===== config.mk =====
export PLATFORM = sky130hd
export DESIGN_NAME = cpu_reset_seq
export DESIGN_NICKNAME = d
export VERILOG_FILES = /design/src/rtl/cpu_reset_seq_pkg.sv /design/src/rtl/crs_hold_timer.sv /design/src/rtl/crs_post_timer.sv /design/src/rtl/cpu_reset_seq.sv
export SDC_FILE = /design/constraint.sdc
export NUM_CORES = 1
export LEC_CHECK = 0
export BUFFER_PORTS_ARGS = -buffer_cell sky130_fd_sc_hd__buf_2
export CORE_MARGIN = 5
export CORE_UTILIZATION = 45
export CTS_BUF_LIST = sky130_fd_sc_hd__clkbuf_8
export DETAILED_ROUTE_END_ITERATION = 8
export GPL_ROUTABILITY_DRIVEN = 0
export HOLD_SLACK_MARGIN = 0.05
export SLEW_MARGIN = 15
export SYNTH_ARGS = -nofsm -noshare
export SYNTH_HDL_FRONTEND = slang
export SYNTH_SLANG_ARGS = --single-unit

===== constraint.sdc =====
create_clock -name clk2 -period 5.07 [get_ports clk2]
set_input_delay 0.2535 -clock clk2 [delete_from_list [all_inputs] [get_ports clk2]]
set_output_delay 0.2535 -clock clk2 [all_outputs]
set_load 0.02 [all_outputs]

===== src/rtl/cpu_reset_seq_pkg.sv =====
package cpu_reset_seq_pkg;
  typedef enum logic [1:0] {
    SQ_HOLD = 2'd0,
    SQ_LAST = 2'd1,
    SQ_RUN  = 2'd2
  } seq_state_t;
endpackage


===== src/rtl/crs_hold_timer.sv =====
module crs_hold_timer #(
  parameter int unsigned MS_W      = 20,
  parameter int unsigned MIN_PLAIN = 15,
  parameter int unsigned MIN_ST    = 80
) (
  input  logic            clk2,
  input  logic            rst_n,
  input  logic            restart_i,
  input  logic            count_i,
  input  logic            ms_due_i,
  input  logic            st_i,
  input  logic [MS_W-1:0] ms_cycles_i,
  output logic            met_o
);
  localparam int unsigned CW = (MS_W + 1 > 8) ? MS_W + 1 : 8;

  logic [CW-1:0] cnt_q;
  logic [CW-1:0] floor_w;
  logic [CW-1:0] ms_w;
  logic [CW-1:0] need_w;
  logic [CW:0]   ahead_w;

  assign floor_w = st_i ? CW'(MIN_ST) : CW'(MIN_PLAIN);
  assign ms_w    = ms_due_i ? CW'(ms_cycles_i) : '0;
  assign need_w  = (ms_w > floor_w) ? ms_w : floor_w;
  assign ahead_w = {1'b0, cnt_q} + (CW+1)'(2);
  // release is taken from an even count so the next edge lands on half_clk high
  assign met_o   = ~cnt_q[0] && (ahead_w >= {1'b0, need_w});

  always_ff @(posedge clk2 or negedge rst_n) begin
    if (!rst_n) begin
      cnt_q <= '0;
    end else if (restart_i) begin
      cnt_q <= '0;
    end else if (count_i && (cnt_q != {CW{1'b1}})) begin
      cnt_q <= cnt_q + 1'b1;
    end
  end


  restart_clears_chk: assert property (@(posedge clk2) disable iff (!rst_n)
    restart_i |=> (cnt_q == '0));
endmodule


===== src/rtl/crs_post_timer.sv =====
module crs_post_timer #(
  parameter int unsigned ST_CYCLES = 1048636,
  parameter int unsigned FETCH_LAT = 450,
  parameter int unsigned STRAP_AFTER = 4
) (
  input  logic clk2,
  input  logic rst_n,
  input  logic run_i,
  input  logic st_i,
  output logic strap_win_o,
  output logic ready_o
);
  localparam int unsigned TW = $clog2(ST_CYCLES + FETCH_LAT + 1) + 1;
  localparam logic [TW-1:0] WAIT_PLAIN = TW'(FETCH_LAT);
  localparam logic [TW-1:0] WAIT_ST    = TW'(ST_CYCLES + FETCH_LAT);
  localparam logic [TW-1:0] WIN_END    = TW'(STRAP_AFTER);

  logic [TW-1:0] tcnt_q;
  logic [TW-1:0] wait_w;

  assign wait_w      = st_i ? WAIT_ST : WAIT_PLAIN;
  assign strap_win_o = run_i && (tcnt_q < WIN_END);
  assign ready_o     = run_i && (tcnt_q >= wait_w);

  always_ff @(posedge clk2 or negedge rst_n) begin
    if (!rst_n) begin
      tcnt_q <= '0;
    end else if (!run_i) begin
      tcnt_q <= '0;
    end else if (tcnt_q < wait_w) begin
      tcnt_q <= tcnt_q + 1'b1;
    end
  end


  ready_sticky_chk: assert property (@(posedge clk2) disable iff (!rst_n)
    (ready_o && run_i) |=> (ready_o || !run_i));


  ready_needs_run_chk: assert property (@(posedge clk2) disable iff (!rst_n)
    ready_o |-> run_i);
endmodule


===== src/rtl/cpu_reset_seq.sv =====
module cpu_reset_seq
  import cpu_reset_seq_pkg::*;
#(
  parameter int unsigned MS_W      = 20,
  parameter int unsigned MIN_PLAIN = 15,
  parameter int unsigned MIN_ST    = 80,
  parameter int unsigned ST_CYCLES = 1048636,
  parameter int unsigned FETCH_LAT = 450
) (
  input  logic            clk2,
  input  logic            pwr_good,
  input  logic            ext_rst_req,
  input  logic            selftest_en,
  input  logic [MS_W-1:0] ms_cycles,
  output logic            cpu_reset,
  output logic            half_clk,
  output logic            strap_n,
  output logic            strap_oe,
  output logic            fetch_ready
);
  localparam int unsigned STRAP_AFTER = 4;

  seq_state_t state_q;
  logic       half_q;
  logic       ms_due_q;
  logic       st_lat_q;
  logic       met_w;
  logic       strap_win_w;
  logic       run_w;

  assign run_w = (state_q == SQ_RUN);

  crs_hold_timer #(
    .MS_W(MS_W), .MIN_PLAIN(MIN_PLAIN), .MIN_ST(MIN_ST)
  ) u_hold (
    .clk2(clk2), .rst_n(pwr_good), .restart_i(ext_rst_req),
    .count_i(state_q == SQ_HOLD), .ms_due_i(ms_due_q), .st_i(selftest_en),
    .ms_cycles_i(ms_cycles), .met_o(met_w)
  );

  crs_post_timer #(
    .ST_CYCLES(ST_CYCLES), .FETCH_LAT(FETCH_LAT), .STRAP_AFTER(STRAP_AFTER)
  ) u_post (
    .clk2(clk2), .rst_n(pwr_good), .run_i(run_w), .st_i(st_lat_q),
    .strap_win_o(strap_win_w), .ready_o(fetch_ready)
  );

  always_ff @(posedge clk2 or negedge pwr_good) begin
    if (!pwr_good) begin
      state_q  <= SQ_HOLD;
      half_q   <= 1'b0;
      ms_due_q <= 1'b1;
      st_lat_q <= 1'b0;
    end else if (ext_rst_req) begin
      state_q <= SQ_HOLD;
      half_q  <= 1'b0;
    end else begin
      half_q <= ~half_q;
      unique case (state_q)
        SQ_HOLD: if (met_w) begin
          state_q  <= SQ_LAST;
          st_lat_q <= selftest_en;
        end
        SQ_LAST: begin
          state_q  <= SQ_RUN;
          ms_due_q <= 1'b0;
        end
        default: state_q <= SQ_RUN;
      endcase
    end
  end

  assign cpu_reset = ~run_w;
  assign half_clk  = half_q;
  assign strap_oe  = (state_q == SQ_LAST) || strap_win_w;
  assign strap_n   = strap_oe ? ~st_lat_q : 1'b1;


  req_reasserts_chk: assert property (@(posedge clk2) disable iff (!pwr_good)
    ext_rst_req |=> cpu_reset);


  half_toggle_chk: assert property (@(posedge clk2) disable iff (!pwr_good)
    !ext_rst_req |=> (half_clk != $past(half_clk)));


  release_phase_chk: assert property (@(posedge clk2) disable iff (!pwr_good)
    $fell(cpu_reset) |-> ($past(half_clk) && !half_clk));


  strap_around_release_chk: assert property (@(posedge clk2) disable iff (!pwr_good)
    $fell(cpu_reset) |-> ($past(strap_oe) && strap_oe));
endmodule


After elaboration in Yosys (flattened, before gate mapping)
Index checks and enable logic that the tools add are counted.
Widths: inputs -> output; s select.
{"block": "op_classes", "add_sub_neg": 3, "magnitude_cmp": 5, "n_eq_ne": 5, "muxes": 13, "n_bitwise": 5, "n_reduce_logical": 9}
{"operator": "$mux 21", "n": 4}
{"operator": "$mux 22", "n": 2}
{"operator": "$add 21x2->22 const B", "n": 1}
{"operator": "$add 22x1->22 const B", "n": 1}
{"operator": "$ge 22x21->1", "n": 1}
{"operator": "$ge 22x22->1", "n": 1}
{"operator": "$lt 22x22->1", "n": 1}
{"operator": "$lt 22x3->1 const B", "n": 1}
{"operator": "$add 21x1->21 const B", "n": 1}
{"operator": "$gt 21x21->1", "n": 1}
{"operator": "$ne 21x21->1 const B", "n": 1}
{"operator": "$mux 20", "n": 1}
{"operator": "$mux 7", "n": 1}
{"operator": "$mux 2", "n": 3}
{"operator": "$not 1->1", "n": 5}
{"operator": "$logic_and 1x1->1", "n": 4}
{"operator": "$ne 3x3->1 const B", "n": 1}
{"operator": "$reduce_and 3->1", "n": 1}
{"operator": "$eq 2x1->1 const B", "n": 1}
{"operator": "$eq 2x2->1 const B", "n": 1}
{"operator": "$logic_not 2->1", "n": 1}
{"operator": "$mux 1", "n": 2}
{"operator": "$ne 2x1->1 const B", "n": 1}
{"operator": "$reduce_and 2->1", "n": 1}
{"operator": "2 further kinds", "n": 2}
{"block": "totals", "regBits": 48, "inputBits": 24, "output_inout_bits": 5, "word_cells": 46}

Logic depth before layout (Yosys ltp)
Gate-level depths: netlist of run 1.
{"block": "logic_depth", "ltp_word": 8, "depth_mapped": 18, "depth_no_buf": 17}

Hierarchy
A second synthesis of run 1 with hierarchy kept.
{"block": "hier_totals", "cells_unflattened": 431, "hier_area_um2": 3822.4}
{"module": "crs_hold_timer", "n_inst": 1, "cells_each": 259, "area_per_inst_um2": 2143.3, "seq_area_each_um2": 525.5}
{"module": "crs_post_timer", "n_inst": 1, "cells_each": 155, "area_per_inst_um2": 1465.2, "seq_area_each_um2": 550.5}
{"module": "cpu_reset_seq", "n_inst": 1, "cells_each": 17, "area_per_inst_um2": 214.0, "seq_area_each_um2": 126.4}

Worst setup path after synthesis of run 1
OpenSTA, ideal clock, no wires.
{"block": "synth_path", "path_type": "reg2reg", "start": "reg ms_due_q", "end": "reg st_lat_q", "setup_time_ns": 0.130, "arrival_ns": 3.680, "required_time_ns": 4.940, "path_slack_ns": 1.260, "stages_incl_launch_ff": 19, "n_path_buf": 1, "period_less_slack_ns": 3.810, "cell_sequence": "dfstp_2 clkbuf_1 and2_1 ha_1 nor2b_1 o21ai_0 nand2b_1 a211oi_1 o21ai_0 nand2_1 mux2i_1 ha_1 a21o_1 a21oi_1 nor3b_1 a2111oi_0 o31ai_1 a211o_1 mux2i_1"}
{"block": "synth_via", "elab_chain_cells": 6}
{"element": "start: declaration", "line_no": "cpu_reset_seq.sv:25", "rtl": "logic ms_due_q;"}
{"element": "start signal: assignment", "line_no": "cpu_reset_seq.sv:52", "rtl": "ms_due_q <= 1'b1;"}
{"element": "start signal: assignment", "line_no": "cpu_reset_seq.sv:66", "rtl": "ms_due_q <= 1'b0;"}
{"element": "$mux 20 *", "line_no": "crs_hold_timer.sv:24", "rtl": "assign ms_w = ms_due_i ? CW'(ms_cycles_i) : '0;"}
{"element": "$gt 21x21->1", "line_no": "crs_hold_timer.sv:25", "rtl": "assign need_w = (ms_w > floor_w) ? ms_w : floor_w;"}
{"element": "$mux 21 *", "line_no": "crs_hold_timer.sv:25"}
{"element": "$ge 22x21->1 *", "line_no": "crs_hold_timer.sv:28", "rtl": "assign met_o = ~cnt_q[0] && (ahead_w >= {1'b0, need_w});"}
{"element": "$logic_and 1x1->1 *", "line_no": "crs_hold_timer.sv:28"}
{"element": "$reduce_and 3->1 (no line) *"}
{"element": "end signal: assignment", "line_no": "cpu_reset_seq.sv:62", "rtl": "st_lat_q <= selftest_en;"}
{"element": "end: declaration", "line_no": "cpu_reset_seq.sv:26", "rtl": "logic st_lat_q;"}
Every way passes the cells marked *; elsewhere a longest branch is shown, timed or not.
A chain may end at the register's enable or synchronous reset.

Worst setup path after layout of run 1
Ends and elaborated chain as after synthesis.

==> impl_results.md, run 1 <==
- Crit path max fanout: 25
- Period utilisation layout: 0.8116
- Max Slew Vio Count: 0
- Post_cts resized: 0
- Worst hold slack: 42.32 ps
- GR Layer Usage met3: 0.02875
- Mapped Avg Cell Area: slightly below 9 µm²
- # DRC: 0
- Initial antenna violation count: 0
- Share of the synthesized area in the top cell type: 0.3270
- GRT busiest layer: met1
- Syn Inst Count: 406
- Total power: 0.7758 mW
- M2 GR Usage: 0.2500
- Fillers: 776
- Crit Path Category: reg -> reg
- TritonCTS clock tree: yes
- Overall routing resource usage: 0.1694
- GR met1 Demand/Resource: 0.2557
- Antenna cell count: 0
- Root buf cell: clkbuf_8
- Cell variety after synth: 50
- Max_slew headroom: 0.4631
- Clk buf depth: 2
- Wire per inst: 15.07 µm
- First drt pass iteration count: 4
- Worst setup EP type: flip-flop
- Yosys Warn Count: 0
- Worst hold path class: in -> async
- Core region area: 7767 µm²
- Crit path time final: 4115 ps
- Hpwl dp: 5882 µm
- Ratio of cells with drive above 1 in the final layout: 0.1119
- 1st-iter DRT viols: around 160
- Post-CTS Setup Inserts: 0
- Critical path launch point type: flip-flop
- Die Area: 9881 µm²
- Initial core utilization: 0.4631
- Antenna Nets Post-Route: 0
- Worst-margin pin slew: 805.4 ps
- Syn_nets: 465
- WP data arrival: 4300 ps
- VDD IR max: 0.1359 mV
- Port bufs: 28
- Ranking of synthesized cells by area: dfrtp_1 33%, ha_1 12%, xor2_1 6.3%
- Vias in the first global route: 2830
- Largest net degree at the start of global routing: 49
- Main flop type after synthesis: dfrtp_1
- Synth top cells by count: 51 x nor2_1, 47 x dfrtp_1, 44 x nand2_1, 35 x ha_1, 26 x xor2_1
- DRT Wirelength: 8001 µm
- Peak Freq: 243.0 MHz
- Clock-pin slew on the worst setup and hold paths: approximately 100 ps
- Worst Setup SP: ms_due_q
- Vias: 2887
- Status: finished, final reports clean
- Pwr dens: 198.5 nW/µm²
- Final Setup Violations: 0
- RSZ-0062 raised after global routing: no
- Mapped cell area: 3597 µm²
- Post-synth EDFFs: 0
- Layout Skew: 10.38 ps
- Row count: 32
- Die Width: 99.41 µm
- Worst-skew pair later-pin latency: around 310 ps
- Final cell count without fillers: 531
- Clock buffer count from CTS: 5
- Max Cap Viol: 0
- Hold_buf cts: 0
- Total number of H-tree levels: 2
- Die H: 99.41 µm
- Sequential area share after synthesis: 0.3343
- Top-count cell post-synth: nor2_1
- Post-synth top area cell: dfrtp_1
- Clk sinks: 48
- Area delta synth->final: 8.661%
- Grt ovf: 0
- Final setup TNS: 0 ps
- Final Net Count: a little under 500
- Endpoints failing hold: 0
- DP Cell Count: 523
- First-pass GRT wire length: between 10000 and 15000 µm
- Io pins: 29
- #FFs+latches synth: 48
- Reg-to-reg startpoint: ms_due_q
- Worst EP required: 5260 ps
- DR vias/cell: ~5.4
- Async S/R FF share, synth: 1.000
- Pleak: 1.824 nW
- Post-layout utilization of the core: 0.5032
## power by group
part	internal, mW	leakage (nW)	total [mW]	switching, mW
clock	0.112	0.0516	0.252	0.140
sequential	0.392	0.660	0.405	0.0128
combinational	0.0442	1.11	0.118	0.0738
## metrics by stage
stage,worst slack (ps),instance area (µm²)
after floorplan,1260,3597
after global placement,1129,3812
after detailed placement,964.2,3812
after CTS,972.2,3909
after global routing,612.3,3909
final,955.3,3909
## final cells by class
type	count	area, µm²	share of cell area
flip-flops and latches	48	1202	0.3076
repair buffers	30	155.1	0.03969
well taps	102	127.6	0.03265
clock inverters	2	13.76	0.003521
inverters	9	33.78	0.008643
clock buffers	6	82.58	0.02113
multi-input cells	334	2293	0.5867
## critical path: stages, from the launching register on
cell and delay [ps]:
dfstp_2 780, and2_1 210, ha_1 240, nor2b_1 130
o21ai_0 130, nand2b_1 70, a211oi_1 230, o21ai_0 120
nand2_1 260, mux2i_1 230, ha_1 260, a21o_1 180
a21oi_1 150, nor3b_1 60, a2111oi_0 340, o31ai_1 160
a211o_1 320, mux2i_1 130
## sequential cells by signal (all words and copies together) (netlist names)
signal / flops
half_clk: 1
ms_due_q: 1
st_lat_q: 1
state_q: 2
u_hold.cnt_q: 21
u_post.tcnt_q: 22
## final timing paths
check | to | slack, ps | cells after the start
worst max-delay path | st_lat_q | 960 | 17
worst min-delay path | u_hold.cnt_q[18] | 40 | 2
worst max register to register | st_lat_q | 960 | 17
worst min register to register | half_clk | 430 | 1
max in group asynchronous | u_post.tcnt_q[11] | 4590 | 2
min in group clk2 | u_hold.cnt_q[14] | 400 | 2
## per-layer routing
layer	share of wire	up-vias	wire length, µm
met3	0.027	7	213
met5	0	-	0
met1	0.54	1373	4345
met2	0.42	26	3346
met4	0.012	0	95
li1	-	1481	-
## cell families (layout without fill, tap and decap cells)
kind of cell / count (synthesis) / count (layout) / share of synthesized area
xor gates and xnor gates: 50 / 50 / 0.1217
DFF: 48 / 48 / 0.3343
AOI/OAI and AO/OA: 52 / 52 / 0.1033
and+or+nand+nor: 189 / 189 / 0.2685
muxes: 8 / 8 / 0.02226
adders and majority gates: 35 / 35 / 0.1217
buffers and inverters: 24 / 47 / 0.02817
## placed cells by master, fill, tap and decap left out, types with 9 or more instances in the layout
master,netlist,routed
nor3_1,9,9
a21oi_1,15,15
xor2_1,26,26
o21ai_0,9,9
xnor2_1,24,24
buf_2,3,28
ha_1,35,35
nand2_1,44,44
nor2_1,51,51
and3_1,11,11
nand3_1,22,22
inv_1,9,9
dfrtp_1,47,47
nand4_1,9,9
No activity file was read; power rests on OpenSTA's default activity.
==> inputs of run 2 (changes only) <==
==> constraint.sdc (replaced) <==
create_clock -name clk2 -period 3.8 [get_ports clk2]
set_input_delay 0.19 -clock clk2 [delete_from_list [all_inputs] [get_ports clk2]]
set_output_delay 0.19 -clock clk2 [all_outputs]
set_load 0.02 [all_outputs]
==> impl_results.md, run 2 (synthesized netlist as in run 1, its figures left out) <==
- Status: finished, final reports clean
- Total power: just over 1 mW
- Root buf cell: clkbuf_8
- Worst hold slack: 329.5 ps
- First-pass GRT wire length: ~14000 µm
- Max_slew headroom: 0.5902
- DP Area: 3837 µm²
- VDD IR max: approximately 0.15 mV
- Regs by FF count: u_post.tcnt_q x22, u_hold.cnt_q x21, state_q x2
- Worst hold path class: in -> reg
- 1st-iter DRT viols: roughly 120
- Total number of H-tree levels: 2
- Crit Path Category: reg -> reg
- Multi-input logic area: 2305 µm²
- Pleak: 1.844 nW
- Worst-margin pin slew: 614.7 ps
- # DRC: 0
- Max FFs per register: 22
- Post-CTS Setup Inserts: 0
- Most frequent cells in the layout: 51 x nor2_1, 46 x dfrtp_1, 43 x nand2_1, 35 x ha_1, 28 x buf_2
- Final Setup Violations: 0
- Ratio of cells with drive above 1 in the final layout: 0.1270
- R2r setup slk: approximately 290 ps
- Clk sinks: 48
- Row count: 32
- DP Cell Count: 526
- Grt ovf: 0
- Antenna Nets Post-Route: 0
- Period utilisation layout: 0.9237
- Core region area: 7767 µm²
- First drt pass iteration count: 4
- DRT Wirelength: 8197 µm
- Vias: 2925
- DR vias/cell: about 5.5
- Crit path time final: 3510 ps
- Antenna cell count: 0
- Critical path launch point type: flip-flop
- Die Width: around 99 µm
- Wire per inst: 15.32 µm
- Max Cap Viol: 0
- Io pins: 29
- Crit path max fanout: 9
- Die Area: 9881 µm²
- Clock buffer count from CTS: 5
- Hold Crit Depth: 2
- Layout Skew: 7.725 ps
- Max Slew Vio Count: 0
- Overall routing resource usage: 0.1733
- Final Net Count: 491
- Finished layout cell area: 3954 µm²
- Clock-pin slew on the worst setup and hold paths: 100 ps
- Die H: 99.41 µm
- Vias in the first global route: about 2900
- Worst EP required: 3980 ps
- Worst-skew pair later-pin latency: 300 ps
- Final setup TNS: 0 ps
- Area delta synth->final: 9.913%
- Final cell count without fillers: 535
- Fillers: 790
- Worst r2r path cells: 13
- Hpwl dp: 6115 µm
- Endpoints failing hold: 0
- Initial antenna violation count: 0
- Most common cell after layout, fill and taps aside: nor2_1
- Hold_sp: ext_rst_req
- RR Endpoint: st_lat_q
- Pwr dens: 261.6 nW/µm²
- WP data arrival: roughly 3700 ps
- Largest net degree at the start of global routing: 49
- Largest reg by FF count: u_post.tcnt_q
- TritonCTS clock tree: yes
- End point of the worst hold path: u_hold.cnt_q[18]
- Reg-to-reg startpoint: u_hold.cnt_q[1]
- Worst setup EP type: flip-flop
- Register Area: 1204 µm²
- Port bufs: 28
- Initial core utilization: 0.4631
- RSZ-0062 raised after global routing: no
- Clk buf depth: 2
- Peak Freq: 284.9 MHz
-- run 2: cell types whose count changed in the layout (fill, tap and decap cells not counted), sizes merged --
cell         delta
buf             +3
dlygate4sd3     +1
-- run 2: critical path, stage by stage (launching register included) --
cell      delay (ps)
dfrtp_2          460
ha_1             270
nand3_2          150
or3_1            550
nor3_2           230
nand2_1          170
xnor2_1          250
ha_1             290
a211oi_1         270
o21ai_0          130
o211ai_1         100
a21oi_1          100
a211o_1          300
mux2i_1          130
-- run 2: area by class of cell --
cell class,instances,area share
Tap cell,102,0.03228
Timing Repair Buffer,34,0.04747
Sequential cell,48,0.3044
Multi-Input combinational cell,334,0.5829
Inverter,9,0.008544
Clock buffer,6,0.02089
Clock inverter,2,0.003481
-- run 2: worst max path at each step --
| stage | start | to | slack [ps] | cells after the start |
|---|---|---|---|---|
| floorplan | ms_due_q | st_lat_q | 50 | 18 |
| global placement | ms_due_q | st_lat_q | 260 | 17 |
| detailed placement | ms_due_q | st_lat_q | 130 | 17 |
| CTS | ms_due_q | st_lat_q | 140 | 17 |
| global route | ms_due_q | st_lat_q | 20 | 17 |
| finish | u_hold.cnt_q[1] | st_lat_q | 290 | 13 |
-- run 2: report_power, final --
group | internal, mW | switching, mW
Sequential | 0.524 | 0.0168
Clock | 0.149 | 0.185
Combinational | 0.0602 | 0.0986
-- run 2: what timing repair did --
item | CTS | global route
resized for setup | 0 | 6
endpoints found under the setup margin | 0 | 2
hold buffers | 1 | 0
hold endpoints to repair | 47 | 0
-- run 2: per-stage QoR --
step	util	setup slack, ps
5_1_grt	0.5090	19.25
6_report	0.5090	289.8
4_1_cts	0.5077	139.8
3_3_place_gp	0.4940	263.6
2_1_floorplan	-	51.09
3_5_place_dp	0.4940	133.2
-- run 2: routing by layer --
metal  track usage  vias to the layer above  share of wire  routed length (µm)
li1              -                     1487              -                   -
met1        0.2657                     1386           0.53                4373
met2        0.2572                       43           0.42                3468
met3       0.02875                        9          0.032                 266
met4       0.03361                        0          0.011                  89
met5             0                        -              0                   0
==> inputs of run 3 (changes only) <==
--- a/config.mk
+++ b/config.mk
@@ -12,6 +12,7 @@
 export DETAILED_ROUTE_END_ITERATION = 8
 export GPL_ROUTABILITY_DRIVEN = 0
 export HOLD_SLACK_MARGIN = 0.05
+export PLACE_DENSITY = 0.65
 export SLEW_MARGIN = 15
 export SYNTH_ARGS = -nofsm -noshare
 export SYNTH_HDL_FRONTEND = slang
==> impl_results.md, run 3 (synthesized netlist as in run 1, its figures left out) <==
- Status: finished, final reports clean
- Final WS setup: 337.9 ps
- Ratio of cells with drive above 1 in the final layout: 0.1224
- Area delta synth->final: 10.96%
- Pre-CTS setup slack: 187.4 ps
- Max FFs per register: 22
- Max Cap Viol: 0
- WP data arrival: 3650 ps
- Peak Freq: about 290 MHz
- Max Slew Vio Count: 0
- DR vias/cell: 5.525
- 1st-iter DRT viols: 180
- Crit Path Category: reg -> reg
- Largest reg by FF count: u_post.tcnt_q
- Vias in the first global route: 2891
- Initial core utilization: 0.4631
- First drt pass iteration count: 4
- Initial antenna violation count: 0
- Final Net Count: 491
- DP Cell Count: 526
- # DRC: 0
- Io pins: 29
- Endpoints failing hold: 0
- Wire per inst: 14.93 µm
- Grt ovf: 0
- TritonCTS clock tree: yes
- Worst-skew pair later-pin latency: 300 ps
- Finished layout cell area: 3991 µm²
- First-pass GRT wire length: about 14000 µm
- Layout Skew: 5.966 ps
- Worst hold path class: in -> reg
- DRT Wirelength: 7990 µm
- Row count: 32
- Final Setup Violations: 0
- Final setup TNS: 0 ps
- Post-layout utilization of the core: 0.5139
- Fillers: 760
- Vias: 2956
- Most frequent cells in the layout: 51 x nor2_1, 47 x dfrtp_1, 43 x nand2_1, 35 x ha_1, 28 x buf_2
- Core region area: between 7000 and 8000 µm²
- Largest net degree at the start of global routing: 49
- Die Area: around 9900 µm²
- Clk buf depth: 2
- Antenna cell count: 0
- Max_slew headroom: 0.4721
- Pleak: roughly 1.9 nW
- Root buf cell: clkbuf_8
- Worst setup EP type: flip-flop
- Die Width: just under 100 µm
- Clock-pin slew on the worst setup and hold paths: 100 ps
- Port bufs: 28
- Period utilisation layout: 0.9111
- Critical path launch point type: flip-flop
- Die H: 99.41 µm
- Final cell count without fillers: 535
- RSZ-0062 raised after global routing: no
- Pwr dens: 288.2 nW/µm²
- Worst EP required: 3980 ps
- Clk sinks: 48
- Worst-margin pin slew: 791.8 ps
- Overall routing resource usage: 0.1694
- Regs by FF count: u_post.tcnt_q x22, u_hold.cnt_q x21, state_q x2
- Crit path time final: between 3000 and 4000 ps
- Antenna Nets Post-Route: 0
- DP Area: 3837 µm²
- Crit path max fanout: 4
- VDD IR max: 0.1696 mV
- Total number of H-tree levels: 2
- Post-CTS Setup Inserts: 0
- Clock buffer count from CTS: 5
- Hpwl dp: between 6000 and 7000 µm
- Most common cell after layout, fill and taps aside: nor2_1
==> run 3: critical path: stages, from the launching register on <==
cell and delay [ps]:
dfstp_2 560, and2_1 150, ha_1 240, nor2b_1 130, o21ai_0 150, nand2b_1 70, a211oi_1 210, o21ai_0 140
nand2_2 110, mux2i_1 200, ha_1 270, a21o_1 180, a21oi_1 130, nor3b_1 70, a2111oi_2 200, o31ai_1 120
a211o_1 300, mux2i_1 120
==> run 3: timing repair <==
item,4_1_cts,5_1_grt
resized for setup,0,2
hold buffers,1,0
setup endpoints to repair,0,2
hold endpoints to repair,47,0
==> run 3: per-stage QoR <==
step	hold WS, ps	power (mW)
2_1_floorplan	-105.6	0.6434
3_3_place_gp	329.0	0.7027
3_5_place_dp	341.1	0.7101
4_1_cts	341.3	1.168
5_1_grt	350.3	1.213
6_report	331.9	1.150
==> run 3: final cells by class <==
class                      instances  area (µm²)  area share
multi-input combinational        334        2302      0.5768
sequential                        48        1202      0.3013
timing repair buffer              34       187.7     0.04702
tap                              102       127.6     0.03197
clock buffer                       5       68.82     0.01724
clock inverter                     3       68.82     0.01724
inverter                           9       33.78    0.008464
==> run 3: routing by layer <==
layer / vias to the layer above / routed length, µm / GRT usage / part of all wire
met5: - / 0 / 0 / 0
met4: 0 / 13 / 0.03782 / 0.0016
met3: 2 / 429 / 0.03366 / 0.054
met2: 61 / 3543 / 0.2567 / 0.44
met1: 1407 / 4003 / 0.2492 / 0.50
li1: 1486 / - / - / -
==> run 3: worst paths after layout <==
check / from / endpoint / slack, ps / cells after the start
min in group asynchronous: pwr_good / u_hold.cnt_q[11] / 510 / 3
setup reg to reg: ms_due_q / st_lat_q / 340 / 17
hold reg to reg: half_clk / half_clk / 430 / 1
max in group asynchronous: pwr_good / u_hold.cnt_q[19] / 2850 / 3
hold / removal: ext_rst_req / u_hold.cnt_q[0] / 330 / 2
setup / recovery: ms_due_q / st_lat_q / 340 / 17
==> run 3: power by group <==
part	total (mW)	internal (mW)	switching, mW
registers	0.539	0.524	0.0157
logic	0.160	0.0603	0.100
clock network	0.451	0.265	0.186
total	1.15	0.849	0.301
